### src/rtl/sdram_powerup_seq.sv
module sdram_powerup_seq #(
  parameter int CLK_MHZ     = 60,
  parameter int ADDR_W      = 13,
  parameter int BA_W        = 2,
  parameter int T_RP_NS10   = 200,
  parameter int T_RFC_NS10  = 660,
  parameter int T_MRD_CLK   = 2,
  parameter int PWRUP_US    = 100,
  parameter int ARF_US      = 10,
  parameter int ARF_MIN_CLK = 129,
  parameter int POST_US     = 10,
  parameter int REFI_NS     = 15625,
  parameter int CAS_LAT     = 3,
  parameter int BURST_CODE  = 2
) (
  input  logic              clk,
  input  logic              rst_n,
  output logic              cke,
  output logic              cs_n,
  output logic              ras_n,
  output logic              cas_n,
  output logic              we_n,
  output logic [BA_W-1:0]   ba,
  output logic [ADDR_W-1:0] addr,
  output logic              init_done,
  output logic              refresh_req
);

  function automatic int ns10_to_clk(input int ns10);
    return (ns10 * CLK_MHZ + 9999) / 10000;
  endfunction

  function automatic int max2(input int a, input int b);
    return (a > b) ? a : b;
  endfunction

  localparam int RP_CLK   = max2(ns10_to_clk(T_RP_NS10), 1);
  localparam int RFC_CLK  = max2(ns10_to_clk(T_RFC_NS10), 2);
  localparam int PWR_CLK  = max2(PWRUP_US * CLK_MHZ, 1);
  localparam int ARF_CLK  = max2(ARF_US * CLK_MHZ, ARF_MIN_CLK);
  localparam int ARF_N    = (ARF_CLK + RFC_CLK - 1) / RFC_CLK;
  localparam int POST_CLK = max2(POST_US * CLK_MHZ, T_MRD_CLK);
  localparam int REFI_CLK = max2(REFI_NS * CLK_MHZ / 1000, 2);
  localparam int CNT_MAX  = max2(max2(PWR_CLK, POST_CLK), max2(REFI_CLK, RFC_CLK + RP_CLK));
  localparam int CNT_W    = $clog2(CNT_MAX + 1) + 1;
  localparam int NREF_W   = $clog2(ARF_N + 1) + 1;

  localparam logic [ADDR_W-1:0] MODE_WORD = ADDR_W'((CAS_LAT << 4) | (BURST_CODE & 7));
  localparam logic [ADDR_W-1:0] PALL_ADDR = ADDR_W'(1) << 10;

  localparam logic [3:0] C_DESEL = 4'b1111;
  localparam logic [3:0] C_NOP   = 4'b0111;
  localparam logic [3:0] C_PALL  = 4'b0010;
  localparam logic [3:0] C_REF   = 4'b0001;
  localparam logic [3:0] C_LMR   = 4'b0000;

  typedef enum logic [2:0] {PH_PWR, PH_PRE, PH_ARF, PH_MRS, PH_RUN} phase_t;

  phase_t            ph;
  logic [CNT_W-1:0]  cnt;
  logic [NREF_W-1:0] nref;
  logic [3:0]        cmd;
  logic              expired;

  assign {cs_n, ras_n, cas_n, we_n} = cmd;
  assign ba      = '0;
  assign expired = (cnt == '0);

  always_ff @(posedge clk or negedge rst_n) begin
    if (!rst_n) begin
      ph          <= PH_PWR;
      cnt         <= CNT_W'(PWR_CLK - 1);
      nref        <= '0;
      cmd         <= C_DESEL;
      cke         <= 1'b0;
      addr        <= '0;
      init_done   <= 1'b0;
      refresh_req <= 1'b0;
    end else begin
      cke         <= 1'b1;
      cmd         <= init_done ? C_DESEL : C_NOP;
      addr        <= '0;
      refresh_req <= 1'b0;
      cnt         <= cnt - 1'b1;
      case (ph)
        PH_PWR: if (expired) begin
          ph   <= PH_PRE;
          cmd  <= C_PALL;
          addr <= PALL_ADDR;
          cnt  <= CNT_W'(RP_CLK - 1);
        end
        PH_PRE: if (expired) begin
          ph   <= PH_ARF;
          cmd  <= C_REF;
          nref <= NREF_W'(ARF_N - 1);
          cnt  <= CNT_W'(RFC_CLK - 1);
        end
        PH_ARF: if (expired) begin
          if (nref == '0) begin
            ph   <= PH_MRS;
            cmd  <= C_LMR;
            addr <= MODE_WORD;
            cnt  <= CNT_W'(POST_CLK - 1);
          end else begin
            cmd  <= C_REF;
            nref <= nref - 1'b1;
            cnt  <= CNT_W'(RFC_CLK - 1);
          end
        end
        PH_MRS: if (expired) begin
          ph        <= PH_RUN;
          init_done <= 1'b1;
          cmd       <= C_DESEL;
          cnt       <= CNT_W'(REFI_CLK - 1);
        end
        default: if (expired) begin
          refresh_req <= 1'b1;
          cnt         <= CNT_W'(REFI_CLK - 1);
        end
      endcase
    end
  end

endmodule

### config.mk
export PLATFORM = sky130hd
export DESIGN_NAME = sdram_powerup_seq
export DESIGN_NICKNAME = d
export VERILOG_FILES = /design/src/rtl/sdram_powerup_seq.sv
export SDC_FILE = /design/constraint.sdc
export NUM_CORES = 1
export LEC_CHECK = 0
export BUFFER_PORTS_ARGS = -buffer_cell sky130_fd_sc_hd__buf_2
export CAP_MARGIN = 20
export CORE_MARGIN = 2
export CORE_UTILIZATION = 50
export CTS_CLUSTER_DIAMETER = 40
export DETAILED_ROUTE_END_ITERATION = 16
export PLACE_DENSITY = 0.7
export SETUP_SLACK_MARGIN = 0.3
export SYNTH_ARGS = -nofsm -noshare
export SYNTH_HDL_FRONTEND = slang
export SYNTH_SLANG_ARGS = --single-unit
### constraint.sdc
create_clock -name clk -period 5.7 [get_ports clk]
set_input_delay 1.14 -clock clk [delete_from_list [all_inputs] [get_ports clk]]
set_output_delay 1.14 -clock clk [all_outputs]
set_load 0.005 [all_outputs]
==> key figures, run 1 <==
Critical path
  • Startpoint Class: flop
  • Critical path data required time: 5.88 ns
  • R2R depth: 6
  • Crit Path Class: reg2reg
  • Crit path DAT: 2.90 ns
  • CP Capture Type: flop
  • RR Startpoint: cnt[0]
  • RR Endpoint: nref[1]
  • Worst R2R Setup Slack: 2.98 ns
  • CP Max Fanout: 14

Yosys
  • Sequential share of the synthesized area: 47.6%
  • Yosys top cell by area: dfrtp_1
  • Most used flip-flop cell after synthesis: dfrtp_1
  • Mapped Avg Cell Area: 10.1 sq um
  • Seq cells post-synth: 35
  • FFs w/ async S/R, synth: 100%
  • Post-synthesis cell type count: 49
  • Synth Instances: 185
  • Post-Syn Area: 1880 sq um
  • Ys Warns: 0
  • Top-area cell type share of the netlist area: 28.0%
  • Synth top area cells: dfrtp_1, dfstp_2, buf_4
  • EDFF count, synth: 0

Detailed routing
  • Post-Route WL: 3.45 mm
  • Vias: 1,354
  • Vias per inst: 5.55
  • Routed len/inst: 14.1 um
  • DRT iter0 DRCs: 55
  • Post-route DRC: 0
  • Iteration count of the initial detailed-routing pass: 5
  • Antenna-violating nets left: 0

Clock network
  • Cts bufs inserted: 5
  • CTS Hold Bufs: 0
  • CTS root buf: clkbuf_8
  • Clk sinks: 35
  • Clock buffer depth: 2
  • Worst skew pair latency: 0.30 ns
  • Post-cts sizing count: 0
  • H-tree depth: 2
  • Clock slew at reported path FFs: 0.08 ns
  • Clock tree from TritonCTS: done
  • Post-CTS Setup Repair Bufs: 0

Timing
  • Slew Limit Fails: 0
  • Slew headroom: 43.9%
  • Unrepaired setup endpoints after global routing: false
  • Actual slew at the worst max-slew pin: 0.833 ns
  • Min Hold Slack: 0.502 ns
  • Setup TNS: 0 ns
  • Setup WS post-layout: 2.98 ns
  • Fmax: 368 MHz
  • Final Skew: 0.0114 ns
  • Min Tclk post-route: 2.72 ns
  • Period utilization: 47.7%
  • Final hold vios: 0
  • Final setup viols: 0

Global route
  • Grt ovf: 0
  • First-pass GRT wire length: 6.02 mm
  • Initial antenna violation count: 0
  • Overall Global Routing Usage: 18.8%
  • Largest net degree at the start of global routing: 36
  • Vias in the first global route: 1,305

Worst hold path
  • Tightest Hold Check Type: reg2reg
  • Hold Path End: cnt[10]
  • HP Start: cnt[10]
  • Hold Crit Depth: 2

Power
  • NetSw: 97.6 uW
  • Internal power: 389 uW
  • Flop pwr share: 51.2%
  • Switch share: 20.1%
  • PD cells: 239 nW/um^2
  • Comb pwr share: 1.4%
  • Leak Pwr: 0.000925 uW
  • Max VDD drop: 0.000162 V
  • Clock share of power: 47.4%

Placement
  • DP Worst Slack: 2.99 ns
  • DP Wirelength: 2.37 mm
  • # port buffers: 12
  • Post-DP Area: 1910 sq um
  • GP Congestion: 0.842

Job
  • Max-cap violations: 0

Floorplanning
  • Die Y: 65.3 um
  • Starting Density: 51.7%
  • Boundary Pins: 24
  • Die W: 65.3 um
  • DIE AREA: 4260 sq um
  • Num rows: 22
  • Core ar.: 3630 sq um

Layout
  • Final net count: 200
  • Layout cells sized above 1: 24.0%
  • Layout Area Growth over Synthesis: 8.40%
  • Cell area after layout: 2030 sq um
  • N_diodes: 0

Status
  • Run status: complete, no violations
-- worst max-delay path, cell delays in order, from the launching register on --
cell      delay [ns]
dfstp_2         0.38
inv_1           0.07
ha_1            0.19
or4b_1          0.58
or4_4           0.68
a211oi_4        0.34
mux2_2          0.37
-- sequential cells by signal (all words and copies together), names as in the netlist --
register / count
addr: 2
cke: 1
cmd: 4
cnt: 14
init_done: 1
nref: 9
ph: 3
refresh_req: 1
-- per-layer routing --
layer | global-route usage (%) | vias up | share of wire (%)
li1 | - | 655 | -
met1 | 24.3 | 655 | 48
met2 | 29.2 | 34 | 45
met3 | 4.11 | 10 | 3.8
met4 | 10.9 | 0 | 2.8
met5 | 0 | - | 0
-- logic make-up after synthesis --
| family | count (synthesis) | share of synthesized area (%) |
|---|---|---|
| other cells | 2 | 0.400 |
| compound gates | 34 | 13.2 |
| simple gates | 67 | 20.6 |
| fa+ha+maj | 3 | 2.00 |
| buf+inv | 30 | 9.13 |
| xor+xnor | 9 | 4.20 |
| mux | 5 | 2.87 |
| flops | 35 | 47.6 |
-- per-stage QoR --
stage	cells	total power (uW)	util, %
global placement	235	261	52.4
CTS	244	492	56.0
global route	244	504	56.0
detailed placement	236	261	52.6
floorplan	195	261	-
finish	244	487	56.0
-- synthesized netlist by cell type (2+ instances only) --
library cell	number
nand2_1	11
mux2_2	3
nor2_1	15
nand4_1	4
a21oi_1	7
conb_1	2
buf_2	2
or4_4	2
nor3_1	4
buf_4	13
or4_1	4
xnor2_1	8
a22o_1	2
dfstp_2	14
inv_1	9
clkbuf_1	5
dfrtp_1	21
nand3_1	2
o21ai_0	4
ha_1	3
a31oi_1	5
and2_1	2
mux2i_1	2
nor4_1	8
or3_1	3
o211ai_1	3
o21bai_1	2
or2_2	2
nor3b_2	2
a21o_1	2
-- power by group through the flow --
| stage | clock (uW) | combinational [uW] | sequential [uW] |
|---|---|---|---|
| after floorplan | 0 | 7.10 | 254 |
| after global placement | 0 | 7.09 | 254 |
| after detailed placement | 0 | 7.23 | 254 |
| after CTS | 236 | 7.23 | 249 |
| after global routing | 247 | 8.49 | 249 |
| final | 231 | 6.87 | 249 |
-- cell type report --
cell class	instances	area, sq um
multi-input cells	130	850
repair buffers	14	75.1
inverters	9	33.8
flip-flops and latches	35	893
well taps	48	60.1
clock buffers	8	123
fillers	321	1600
-- worst max path at each step --
stage               startpoint      end  slack [ns]
floorplan               cnt[0]  nref[1]        3.16
global placement        cnt[0]  nref[1]        3.06
detailed placement      cnt[0]  nref[1]        2.99
CTS                     cnt[0]  nref[1]        2.98
global route            cnt[0]  nref[1]        2.87
finish                  cnt[0]  nref[1]        2.98
-- cell usage in the layout (no fill, tap or decap), types with 5 or more instances in the layout --
cell type / n
a21oi_1: 7
a31oi_1: 5
buf_2: 12
clkbuf_8: 5
conb_1: 12
dfrtp_1: 21
dfstp_2: 14
inv_1: 9
nand2_1: 11
nor2_1: 15
nor4_1: 8
xnor2_1: 8
(Power assumes the default switching activity.)
==> inputs of run 2 (changes only) <==
--- a/config.mk
+++ b/config.mk
@@ -5,13 +5,14 @@
 export SDC_FILE = /design/constraint.sdc
 export NUM_CORES = 1
 export LEC_CHECK = 0
+export ABC_AREA = 1
 export BUFFER_PORTS_ARGS = -buffer_cell sky130_fd_sc_hd__buf_2
 export CAP_MARGIN = 20
 export CORE_MARGIN = 2
 export CORE_UTILIZATION = 50
 export CTS_CLUSTER_DIAMETER = 40
 export DETAILED_ROUTE_END_ITERATION = 16
-export PLACE_DENSITY = 0.7
+export PLACE_DENSITY = 0.73
 export SETUP_SLACK_MARGIN = 0.3
 export SYNTH_ARGS = -nofsm -noshare
 export SYNTH_HDL_FRONTEND = slang
==> constraint.sdc (replaced) <==
create_clock -name clk -period 2.35 [get_ports clk]
set_input_delay 0.47 -clock clk [delete_from_list [all_inputs] [get_ports clk]]
set_output_delay 0.47 -clock clk [all_outputs]
set_load 0.005 [all_outputs]
==> run 2 against run 1 <==
Effect of this change:
- non-clock buffer count shrank 2
- clock power increased by 83%
- final area is 3.1% higher
- hold slack worse by 0.26 ns
- combinational power increased by 150%
- critical path type unchanged
- critical endpoint is now nref[8]
- largest power group unchanged
==> key figures, run 2 <==
Yosys
  • Synth Instances: 228 (+23%)
  • Most used flip-flop cell after synthesis: dfrtp_1
  • Ys Warns: 0 (unchanged)
  • Seq cells post-synth: 35 (unchanged)
  • EDFF count, synth: 0 (unchanged)
  • FFs w/ async S/R, synth: 100% (unchanged)
  • Post-Syn Area: 1980 sq um (+5.3%)
  • Top-area cell type share of the netlist area: 26.6% (-1.4 points)
  • Sequential share of the synthesized area: 45.2% (-2.4 points)
  • Post-synthesis cell type count: 30 (-39%)
  • Synth top area cells: dfrtp_1, dfstp_2, nand2_1
  • Yosys top cell by area: dfrtp_1
  • Cell with the most instances after synthesis: nand2_1
  • Mapped Avg Cell Area: 8.67 sq um (-15%)
  • Synth top cells by count: nand2_1, nor2_1, inv_1

Critical path
  • Worst R2R Setup Slack: 0.64 ns (-2.34 ns)
  • Critical path data required time: 2.53 ns (-3.35 ns)
  • Crit path DAT: 1.89 ns (-1.01 ns)
  • Crit path depth: 10 (+4)
  • Slowest cell on the critical path: dfstp_2
  • R2R depth: 10 (+4)
  • Worst setup endpoint: nref[8]
  • Buf+Inv Stages, Crit Path: 2 (+1)
  • Crit-path max cell delay: 0.54 ns (-0.14 ns)
  • Crit Path Class: reg2reg
  • CP top delay family: simple AND/OR/NAND/NOR gates
  • RR Endpoint: nref[8]
  • Cell-by-cell trace of the critical path: inv_1 > ha_1 > nand2_2 > nor2_8 > nand2_1 > o21ai_2 > nand2_4 > inv_6 > nand2_2 > o21ai_2
  • Startpoint Class: flop
  • RR Startpoint: cnt[0]
  • CP Capture Type: flop
  • CP Max Fanout: 9 (-5)
  • CP Launch Point: cnt[0]

Detailed routing
  • Antenna-violating nets left: 0 (unchanged)
  • Vias: 1,428 (+5.5%)
  • Iteration count of the initial detailed-routing pass: 4 (-1)
  • Vias per inst: 4.91 (-12%)
  • DRT iter0 DRCs: 78 (+42%)
  • Routed len/inst: 11.2 um (-21%)
  • Post-route DRC: 0 (unchanged)
  • Post-Route WL: 3.27 mm (-5.2%)

Global route
  • GRT met2 Usage: 29.8% (+0.54 points)
  • Met3 Usage GRT: 4.56% (+0.45 points)
  • Initial antenna violation count: 0 (unchanged)
  • First-pass GRT wire length: 5.98 mm (-0.57%)
  • Vias in the first global route: 1,401 (+7.4%)
  • Overall Global Routing Usage: 18.1% (-0.71 points)
  • Largest net degree at the start of global routing: 36 (unchanged)
  • Global routing usage on met1: 22.3% (-2.0 points)
  • Busiest grt layer: met2
  • Grt ovf: 0 (unchanged)

Timing
  • Setup TNS: 0 ns (unchanged)
  • Slew Limit Fails: 0 (unchanged)
  • Final hold vios: 0 (unchanged)
  • Final Skew: 0.00939 ns (-0.00206 ns)
  • Unrepaired setup endpoints after global routing: false
  • Min Hold Slack: 0.247 ns (-0.255 ns)
  • Actual slew at the worst max-slew pin: 0.757 ns (-0.0766 ns)
  • Min Tclk post-route: 1.71 ns (-1.01 ns)
  • Fmax: 584 MHz (+59%)
  • Final setup viols: 0 (unchanged)
  • Period utilization: 72.9% (+25 points)
  • Slew headroom: 49.5% (+5.6 points)

Clock network
  • CTS Hold Bufs: 0 (unchanged)
  • Post-cts sizing count: 0 (unchanged)
  • Clock tree from TritonCTS: done
  • Clk sinks: 35 (unchanged)
  • H-tree depth: 2 (unchanged)
  • Clock buffer depth: 2 (unchanged)
  • Post-CTS Setup Repair Bufs: 0 (unchanged)
  • Clock slew at reported path FFs: 0.07 ns (about the same)
  • Worst skew pair latency: 0.29 ns (about the same)
  • Cts bufs inserted: 5 (unchanged)
  • CTS root buf: clkbuf_8

Floorplanning
  • Die W: 66.9 um (+2.4%)
  • Core ar.: 3740 sq um (+3.0%)
  • Die Y: 66.9 um (+2.4%)
  • Starting Density: 52.8% (+1.1 points)
  • Num rows: 22 (unchanged)
  • DIE AREA: 4470 sq um (+4.9%)
  • Boundary Pins: 24 (unchanged)

Power
  • Leak Pwr: 0.000972 uW (+5.1%)
  • Flop pwr share: 57.9% (+6.7 points)
  • PD cells: 497 nW/um^2 (+110%)
  • Switch share: 22.2% (+2.1 points)
  • Internal power: 812 uW (+110%)
  • NetSw: 231 uW (+140%)
  • Power Total: 1040 uW (+110%)
  • Comb pwr share: 1.6% (+0.2 points)
  • Max VDD drop: 0.000481 V (+200%)
  • Clock share of power: 40.5% (-6.9 points)

Layout
  • Fillers: 357 (+11%)
  • N_diodes: 0 (unchanged)
  • Commonest non-fill, non-tap cell in the layout: nand2_1
  • Commonest non-fill, non-tap cells in the layout: nand2_1, nor2_1, inv_1
  • Biggest register: cnt
  • Util after Layout: 56.0% (+0.058 points)
  • Layout cells sized above 1: 24.7% (+0.71 points)
  • Largest register FFs: 14 (unchanged)
  • Layout Area Growth over Synthesis: 6.21%
  • Largest regs: cnt x14, nref x9, cmd x4
  • Final net count: 247 (+24%)

Placement
  • GP Congestion: 0.841 (-0.20%)
  • # port buffers: 12 (unchanged)
  • DP Wirelength: 2.39 mm (+0.60%)

Job
  • Max-cap violations: 0 (unchanged)

Status
  • Run status: complete, no violations

Worst hold path
  • Tightest Hold Check Type: in2async
## run 2: worst min-delay path by stage
| stage | from | endpoint | slack (ns) | cells after the start |
|---|---|---|---|---|
| 5_1_grt | rst_n | addr[5] | 0.30 | 1 |
| 4_1_cts | rst_n | addr[5] | 0.26 | 1 |
| 3_5_place_dp | init_done | init_done | 0.47 | 2 |
| 3_3_place_gp | init_done | init_done | 0.45 | 2 |
| 2_1_floorplan | rst_n | addr[10] | 0.17 | 0 |
| 6_report | rst_n | addr[5] | 0.25 | 1 |
## run 2: routing by layer
layer / vias up / part of all wire (%) / wire length (um)
li1: 729 / - / -
met1: 656 / 46 / 1500
met2: 35 / 47 / 1540
met3: 8 / 4.8 / 156
met4: 0 / 2.2 / 71
met5: - / 0 / 0
## run 2: worst register-to-register path: stages (launching register included)
cell and delay, ns:
dfstp_2 0.54, inv_1 0.06, ha_1 0.23, nand2_2 0.16, nor2_8 0.07, nand2_1 0.12, o21ai_2 0.09, nand2_4 0.14
inv_6 0.08, nand2_2 0.07, o21ai_2 0.04
## run 2: final cells by class
cell class	instances	area, sq um	area share (%)
repair buffers	12	60.1	2.86
clock inverters	2	12.5	0.596
well taps	48	60.1	2.86
multi-input cells	161	888	42.3
clock buffers	6	72.6	3.46
flip-flops and latches	35	893	42.6
inverters	27	111	5.31
## run 2: logic make-up (layout without fill, tap and decap cells)
logic type	after synthesis	after routing	synth area share, %
other cells	2	12	0.380
fa+ha+maj	3	3	1.90
buf+inv	42	47	11.7
flops	35	35	45.2
simple gates	102	102	26.0
compound gates	32	32	9.50
xor+xnor	12	12	5.32
## run 2: power by group through the flow
stage / Clock, uW / Combinational (uW) / Sequential, uW
2_1_floorplan: 0 / 17.2 / 615
3_3_place_gp: 0 / 17.1 / 615
3_5_place_dp: 0 / 17.2 / 615
4_1_cts: 438 / 17.2 / 604
5_1_grt: 471 / 21.0 / 604
6_report: 422 / 16.9 / 605
## run 2: through the flow
stage          setup slack, ns  instance area, sq um  std cells
5_1_grt                  0.520                  2100        291
2_1_floorplan            0.772                  2010        238
3_3_place_gp             0.694                  2010        283
4_1_cts                  0.623                  2100        291
3_5_place_dp             0.643                  2010        283
6_report                 0.636                  2100        291
